### src/rtl/mdio_mgmt_pkg.sv
package mdio_mgmt_pkg;

    typedef enum logic [3:0] {
        ST_IDLE,
        ST_PRE,
        ST_SOF,
        ST_OPC,
        ST_PHY,
        ST_REG,
        ST_WTA,
        ST_WDAT,
        ST_RTA,
        ST_RDAT,
        ST_FLUSH,
        ST_TRAIL,
        ST_DONE
    } mdio_state_e;

    function automatic int imax(input int a, input int b);
        return (a > b) ? a : b;
    endfunction

endpackage

### src/rtl/mdio_mdc_gen.sv
// Bit phase generator: low half of HALF_CYC cycles, then a high half of
// HALF_CYC (driven bits) or SAMPLE_CYC (sampled bits). bit_end marks the
// last cycle of the high half; the next edge drops MDC.
module mdio_mdc_gen #(
    parameter int HALF_CYC   = 25,
    parameter int SAMPLE_CYC = 35
) (
    input  logic clk,
    input  logic rst_n,
    input  logic run,
    input  logic slow_hi,
    output logic mdc,
    output logic bit_end
);
    import mdio_mgmt_pkg::*;

    localparam int LIM_MAX = imax(HALF_CYC, SAMPLE_CYC);
    localparam int CW      = $clog2(LIM_MAX) + 1;

    logic [CW-1:0] cnt;
    logic [CW-1:0] lim;
    logic          phase_hi;

    always_comb begin
        if (phase_hi && slow_hi) lim = CW'(SAMPLE_CYC - 1);
        else                     lim = CW'(HALF_CYC - 1);
    end

    always_ff @(posedge clk) begin
        if (!rst_n || !run) begin
            cnt      <= '0;
            phase_hi <= 1'b0;
        end else if (cnt == lim) begin
            cnt      <= '0;
            phase_hi <= ~phase_hi;
        end else begin
            cnt      <= cnt + CW'(1);
        end
    end

    assign mdc     = phase_hi;
    assign bit_end = phase_hi && (cnt == lim);

    // with no frame running the clock must settle low
    a_r2_idle_low: assert property (@(posedge clk) disable iff (!rst_n)
        !run |=> !mdc);

endmodule

### src/rtl/mdio_frame_fsm.sv
// Frame sequencer: walks the fields of a management frame one bit at a time.
module mdio_frame_fsm #(
    parameter int ADDR_W    = 5,
    parameter int DATA_W    = 16,
    parameter int PRE_LEN   = 32,
    parameter int FLUSH_LEN = 32
) (
    input  logic              clk,
    input  logic              rst_n,
    input  logic              req,
    input  logic              op_read,
    input  logic [ADDR_W-1:0] phy_addr,
    input  logic [ADDR_W-1:0] reg_addr,
    input  logic [DATA_W-1:0] wdata,
    input  logic              bit_end,
    input  logic              mdio_i,
    output logic              run,
    output logic              slow_hi,
    output logic              mdio_o,
    output logic              mdio_oe,
    output logic              busy,
    output logic              done,
    output logic [DATA_W-1:0] rdata,
    output logic              err
);
    import mdio_mgmt_pkg::*;

    localparam int CNT_MAX = imax(imax(PRE_LEN, FLUSH_LEN), imax(DATA_W, ADDR_W));
    localparam int BW      = $clog2(CNT_MAX);

    mdio_state_e       st, st_n;
    logic [BW-1:0]     bcnt, bcnt_n;
    logic              rd_q;
    logic [ADDR_W-1:0] phy_q, reg_q;
    logic [DATA_W-1:0] wd_q, rdata_q;
    logic              err_q;
    logic              last;
    logic [ADDR_W-1:0] phy_sh, reg_sh;
    logic [DATA_W-1:0] wd_sh;

    assign last   = (bcnt == '0);
    assign phy_sh = phy_q >> bcnt;
    assign reg_sh = reg_q >> bcnt;
    assign wd_sh  = wd_q >> bcnt;

    // next state
    always_comb begin
        st_n   = st;
        bcnt_n = bcnt;
        unique case (st)
            ST_IDLE: if (req) begin
                st_n = ST_PRE; bcnt_n = BW'(PRE_LEN - 1);
            end
            ST_PRE: if (bit_end) begin
                if (last) begin st_n = ST_SOF; bcnt_n = BW'(1); end
                else bcnt_n = bcnt - BW'(1);
            end
            ST_SOF: if (bit_end) begin
                if (last) begin st_n = ST_OPC; bcnt_n = BW'(1); end
                else bcnt_n = bcnt - BW'(1);
            end
            ST_OPC: if (bit_end) begin
                if (last) begin st_n = ST_PHY; bcnt_n = BW'(ADDR_W - 1); end
                else bcnt_n = bcnt - BW'(1);
            end
            ST_PHY: if (bit_end) begin
                if (last) begin st_n = ST_REG; bcnt_n = BW'(ADDR_W - 1); end
                else bcnt_n = bcnt - BW'(1);
            end
            ST_REG: if (bit_end) begin
                if (!last) bcnt_n = bcnt - BW'(1);
                else if (rd_q) begin st_n = ST_RTA; bcnt_n = '0; end
                else begin st_n = ST_WTA; bcnt_n = BW'(1); end
            end
            ST_WTA: if (bit_end) begin
                if (last) begin st_n = ST_WDAT; bcnt_n = BW'(DATA_W - 1); end
                else bcnt_n = bcnt - BW'(1);
            end
            ST_WDAT: if (bit_end) begin
                if (last) st_n = ST_TRAIL;
                else bcnt_n = bcnt - BW'(1);
            end
            ST_RTA: if (bit_end) begin
                if (mdio_i) begin st_n = ST_FLUSH; bcnt_n = BW'(FLUSH_LEN - 1); end
                else begin st_n = ST_RDAT; bcnt_n = BW'(DATA_W - 1); end
            end
            ST_RDAT: if (bit_end) begin
                if (last) st_n = ST_TRAIL;
                else bcnt_n = bcnt - BW'(1);
            end
            ST_FLUSH: if (bit_end) begin
                if (last) st_n = ST_DONE;
                else bcnt_n = bcnt - BW'(1);
            end
            ST_TRAIL: if (bit_end) st_n = ST_DONE;
            ST_DONE:  st_n = ST_IDLE;
            default:  st_n = ST_IDLE;
        endcase
    end

    // state register and frame datapath
    always_ff @(posedge clk) begin
        if (!rst_n) begin
            st      <= ST_IDLE;
            bcnt    <= '0;
            rd_q    <= 1'b0;
            phy_q   <= '0;
            reg_q   <= '0;
            wd_q    <= '0;
            rdata_q <= '0;
            err_q   <= 1'b0;
        end else begin
            st   <= st_n;
            bcnt <= bcnt_n;
            if (st == ST_IDLE && req) begin
                rd_q  <= op_read;
                phy_q <= phy_addr;
                reg_q <= reg_addr;
                wd_q  <= wdata;
                err_q <= 1'b0;
            end
            if (st == ST_RDAT && bit_end)
                rdata_q <= {rdata_q[DATA_W-2:0], mdio_i};
            if (st == ST_FLUSH && bit_end && last) begin
                rdata_q <= '1;
                err_q   <= 1'b1;
            end
        end
    end

    // outputs
    always_comb begin
        mdio_o  = 1'b0;
        mdio_oe = 1'b0;
        unique case (st)
            ST_PRE:  begin mdio_oe = 1'b1; mdio_o = 1'b1;        end
            ST_SOF:  begin mdio_oe = 1'b1; mdio_o = last;        end
            ST_OPC:  begin mdio_oe = 1'b1; mdio_o = rd_q ^ last; end
            ST_PHY:  begin mdio_oe = 1'b1; mdio_o = phy_sh[0];   end
            ST_REG:  begin mdio_oe = 1'b1; mdio_o = reg_sh[0];   end
            ST_WTA:  begin mdio_oe = 1'b1; mdio_o = ~last;       end
            ST_WDAT: begin mdio_oe = 1'b1; mdio_o = wd_sh[0];    end
            default: begin mdio_oe = 1'b0; mdio_o = 1'b0;        end
        endcase
    end

    assign run     = (st != ST_IDLE) && (st != ST_DONE);
    assign slow_hi = (st == ST_RTA) || (st == ST_RDAT) || (st == ST_FLUSH);
    assign busy    = (st != ST_IDLE);
    assign done    = (st == ST_DONE);
    assign rdata   = rdata_q;
    assign err     = err_q;

    // a request during a frame must not disturb the captured command
    a_r10_hold_cmd: assert property (@(posedge clk) disable iff (!rst_n)
        (busy && req) |=> ($stable(phy_q) && $stable(reg_q) && $stable(rd_q) && $stable(wd_q)));

endmodule

### src/rtl/mdio_master.sv
module mdio_master #(
    parameter int HALF_CYC   = 25,
    parameter int SAMPLE_CYC = 35,
    parameter int PRE_LEN    = 32,
    parameter int FLUSH_LEN  = 32
) (
    input  logic        clk,
    input  logic        rst_n,
    input  logic        req,
    input  logic        op_read,
    input  logic [4:0]  phy_addr,
    input  logic [4:0]  reg_addr,
    input  logic [15:0] wdata,
    output logic        busy,
    output logic        done,
    output logic [15:0] rdata,
    output logic        err,
    output logic        mdc,
    output logic        mdio_o,
    output logic        mdio_oe,
    input  logic        mdio_i
);
    localparam int ADDR_W = 5;
    localparam int DATA_W = 16;

    logic run, slow_hi, bit_end;

    mdio_mdc_gen #(
        .HALF_CYC   (HALF_CYC),
        .SAMPLE_CYC (SAMPLE_CYC)
    ) u_phase (
        .clk     (clk),
        .rst_n   (rst_n),
        .run     (run),
        .slow_hi (slow_hi),
        .mdc     (mdc),
        .bit_end (bit_end)
    );

    mdio_frame_fsm #(
        .ADDR_W    (ADDR_W),
        .DATA_W    (DATA_W),
        .PRE_LEN   (PRE_LEN),
        .FLUSH_LEN (FLUSH_LEN)
    ) u_seq (
        .clk      (clk),
        .rst_n    (rst_n),
        .req      (req),
        .op_read  (op_read),
        .phy_addr (phy_addr),
        .reg_addr (reg_addr),
        .wdata    (wdata),
        .bit_end  (bit_end),
        .mdio_i   (mdio_i),
        .run      (run),
        .slow_hi  (slow_hi),
        .mdio_o   (mdio_o),
        .mdio_oe  (mdio_oe),
        .busy     (busy),
        .done     (done),
        .rdata    (rdata),
        .err      (err)
    );

    // line value and direction hold while MDC is high
    a_r2_data_hold: assert property (@(posedge clk) disable iff (!rst_n)
        (mdc && $past(mdc)) |-> ($stable(mdio_o) && $stable(mdio_oe)));

    // idle means clock low and line released
    a_r1_idle_quiet: assert property (@(posedge clk) disable iff (!rst_n)
        !busy |-> (!mdc && !mdio_oe && !done));

    // completion is a single-cycle pulse followed by idle
    a_r11_done_pulse: assert property (@(posedge clk) disable iff (!rst_n)
        done |=> (!done && !busy));

    // an error completion always reports all-ones
    a_r9_err_ones: assert property (@(posedge clk) disable iff (!rst_n)
        (done && err) |-> (rdata == 16'hFFFF));

endmodule

### config.mk
export PLATFORM = sky130hd
export DESIGN_NAME = mdio_master
export DESIGN_NICKNAME = d
export VERILOG_FILES = /design/src/rtl/mdio_mgmt_pkg.sv /design/src/rtl/mdio_mdc_gen.sv /design/src/rtl/mdio_frame_fsm.sv /design/src/rtl/mdio_master.sv
export SDC_FILE = /design/constraint.sdc
export NUM_CORES = 1
export LEC_CHECK = 0
export BUFFER_PORTS_ARGS = -buffer_cell sky130_fd_sc_hd__buf_4
export CAP_MARGIN = 20
export CORE_UTILIZATION = 29
export CTS_BUF_LIST = sky130_fd_sc_hd__clkbuf_16
export CTS_CLUSTER_DIAMETER = 60
export DETAILED_ROUTE_END_ITERATION = 8
export MAX_ROUTING_LAYER = met4
export SYNTH_ARGS = -nofsm -noshare
export SYNTH_HDL_FRONTEND = slang
export SYNTH_SLANG_ARGS = --single-unit
### constraint.sdc
create_clock -name clk -period 3.65 [get_ports clk]
set_input_delay 0.1825 -clock clk [delete_from_list [all_inputs] [get_ports clk]]
set_output_delay 0.1825 -clock clk [all_outputs]
set_load 0.1 [all_outputs]
==> flow_summary_export.csv <==
group,metric,value,unit
floorplan,core,10800,um2
place,io_buffers,52,
critical_path,r2r_cells,9,
clocking,cts_setup_buffers,0,
timing,fmax,0.314,GHz
global_routing,track_usage,0.148,
global_routing,gr-usage-met2,0.234,
power,p_leak,1.50,nW
timing,skew,0.00471,ns
place,dp_hpwl,5.25,mm
critical_path,rrSetupSlack,0.60,ns
route,via_per_inst,4.91,
global_routing,grt_overflow_total,0,
critical_path,worstPathRequired,3.47,ns
place,place_ws,0.641,ns
final_layout,final_layout_size_suffix_gt1_frac,0.198,
power,switching_share,0.438,
final_layout,antenna-diode-count,0,
timing,tns,0,ns
status,status,"finished with violations",
timing,setup_ws,0.469,ns
min_path,worstHoldPathCells,3,
power,power_frac_clock,0.255,
route,num_vias,2796,
synth,yosys_warnings,0,
synth,yosysUniqueCellTypes,55,
floorplan,start_util,0.297,
flow_run,maxCapViolCount,0,
route,wl,7.70,mm
critical_path,endpoint_kind,"output pin",
timing,finalHoldViolations,0,
global_routing,antenna_found_initial,0,
route,ant_nets,0,
power,powerDensity,797,nW/um2
status,violations,"DRC",
route,drtIter0Drc,215,
synth,async_flop_share,0,
synth,ys_seq_elements,61,
synth,syn_area,3210,um2
final_layout,area_delta_synth_final,23.0,%
timing,rsz0062_at_grt,"false",
global_routing,grt_pass1_wl,13.0,mm
clocking,htreeDepth,3,
floorplan,io_pins,53,
final_layout,nets,457,
critical_path,crit_path_max_fanout,11,
timing,setup_viol,0,
power,ir_worst_vdd,0.000882,V
timing,maxSlewViolCount,0,
global_routing,grt_busiest_layer,"met2",
clocking,cts_root_buffer,"clkbuf_16",
synth,ys.flop_type,"dfxtp_1",
clocking,cts-buffers-inserted,9,
floorplan,dieHeight,107,um
min_path,holdCritPathClass,"in2reg",
power,seqPwrFrac,0.301,
floorplan,die-area,11500,um2
route,wl_per_cell,13.5,um
synth,ys_seq_area_frac,0.380,
synth,synth_fp_nets,419,
floorplan,row_count,38,
synth,synth_edf_count,0,
synth,synth.avg_cell_area,8.33,um2
critical_path,critPathArrivalTime,3.00,ns
clocking,clk_latency,0.32,ns
clocking,hold_buffers,0,
clocking,clockBufferDepth,2,
place,gp_congestion,0.893,
critical_path,crit_type,"reg2out",
power,pwr-share-comb,0.444,
final_layout,nFillCells,1151,
power,switchingPower,1.38,mW
critical_path,reg2reg_to,"u_seq.bcnt[3]",
clocking,cts_tree,"yes",
clocking,clk_pin_slew_worst_paths,0.05,ns
min_path,hold_end,"u_seq.wd_q[7]",
global_routing,grt_pass1_vias,2708,
global_routing,grt.met3_usage,0.0393,
clocking,clock_sinks,61,
floorplan,chipWidth,107,um
final_layout,post-route-util,0.365,
timing,period_needed,3.18,ns
clocking,cts_resized,0,
critical_path,r2r-start,"u_seq.bcnt[0]",
timing,fin_crit_sh,0.872,
timing,slew_headroom,0.345,
min_path,min_from,"wdata[7]",
timing,worst_slew_pin_slew,0.981,ns
critical_path,worstSetupStartpointType,"flip-flop",
route,post-route-drc-count,1,
global_routing,met1_usage,0.184,
power,p_int,1.77,mW
global_routing,grt_max_degree,49,
route,dr.pass1.iters,6,
synth,syn_inst,386,
worst max-delay path by stage:
stage                       start             to  depth (start not counted)
finish              u_seq.bcnt[0]         mdio_o                         10
global route        u_seq.bcnt[0]         mdio_o                         10
CTS                 u_seq.bcnt[0]         mdio_o                          9
detailed placement  u_seq.bcnt[0]  u_seq.bcnt[3]                          8
global placement    u_seq.bcnt[0]         mdio_o                          9
floorplan           u_seq.bcnt[0]         mdio_o                         10
power groups by stage:
stage               logic [mW]  registers [mW]  clock network (mW)
detailed placement        1.39           0.952                   0
floorplan                 1.22           0.833                   0
CTS                       1.39           0.940               0.827
finish                    1.40           0.947               0.804
global placement          1.36           0.950                   0
global route              1.56           0.965               0.856
Yosys cell counts, types with 3 or more instances:
| cell type | number | share of area |
|---|---|---|
| mux4_2 | 4 | 0.028 |
| inv_1 | 10 | 0.012 |
| mux2i_1 | 21 | 0.065 |
| nand2_1 | 75 | 0.088 |
| nor2_1 | 25 | 0.029 |
| a21oi_1 | 25 | 0.039 |
| o2111ai_1 | 3 | 0.0082 |
| mux2_2 | 3 | 0.011 |
| o21ai_0 | 16 | 0.025 |
| a31oi_1 | 3 | 0.0058 |
| dfxtp_1 | 61 | 0.38 |
| nand2b_1 | 5 | 0.0097 |
| and3_1 | 4 | 0.0078 |
| xnor2_1 | 5 | 0.014 |
| nor3_1 | 5 | 0.0078 |
| nor2b_1 | 3 | 0.0058 |
| buf_6 | 3 | 0.011 |
| a21boi_0 | 35 | 0.082 |
| nand3_1 | 5 | 0.0078 |
| xor2_1 | 3 | 0.0082 |
| clkbuf_1 | 17 | 0.020 |
| o211ai_1 | 3 | 0.0070 |
| buf_2 | 8 | 0.012 |
through the flow:
stage               std cells  cell area, um2  power [mW]  hold slack (ns)
floorplan                 386            3210        2.05            0.327
global placement          552            3660        2.31            0.446
detailed placement        552            3660        2.34            0.455
CTS                       568            3950        3.15            0.108
global route              569            3950        3.38            0.110
finish                    569            3950        3.15            0.114
sequential cells by signal, indices dropped and copies added, names as in the netlist:
name,cells
u_seq.rd_q,1
u_phase.mdc,1
u_seq.bcnt,5
u_seq.err,1
u_seq.phy_q,5
u_seq.rdata,16
u_seq.reg_q,5
u_phase.cnt,7
u_seq.wd_q,16
u_seq.st,4
worst max-delay path, cell delays in order (launching register included):
cell and delay (ns):
dfxtp_1 0.46, inv_1 0.24, ha_1 0.24, nor4b_2 0.51, buf_2 0.31, o21ai_0 0.10, nand2_1 0.11, o21ai_0 0.08
a21oi_1 0.17, o221ai_1 0.16, buf_4 0.29
cells in the final DEF, fill, tap and decap left out, types with 9 or more instances in the layout:
cell type  synthesis  layout
buf_4              0      56
clkbuf_16          0       9
a21oi_1           25      25
mux2i_1           21      21
nor2_1            25      25
inv_1             10      12
nand2_1           75      75
o21ai_0           16      16
dfxtp_1           61      61
a21boi_0          35      35
cells by family (layout without fill, tap and decap cells):
group,after synthesis,after routing,synth area share
simple gates,139,139,0.200
compound gates,105,105,0.218
flops,61,61,0.380
buf+inv,41,84,0.0580
mux,29,29,0.111
xor+xnor,8,8,0.0218
fa+ha+maj,3,3,0.0109
layout make-up:
| class | count | area (um2) | share of cell area |
|---|---|---|---|
| clock inverter | 7 | 58.8 | 0.0149 |
| multi-input combinational | 284 | 1810 | 0.457 |
| clock buffer | 9 | 225 | 0.0570 |
| sequential | 61 | 1220 | 0.309 |
| tap | 140 | 175 | 0.0443 |
| inverter | 11 | 41.3 | 0.0104 |
| timing repair buffer | 57 | 425 | 0.108 |
metal layers:
layer | vias up | part of all wire
met5 | - | 0
met2 | 84 | 0.47
li1 | 1427 | -
met4 | 0 | 0.0096
met3 | 8 | 0.052
met1 | 1277 | 0.47
Power figures use the tool's default switching activity.
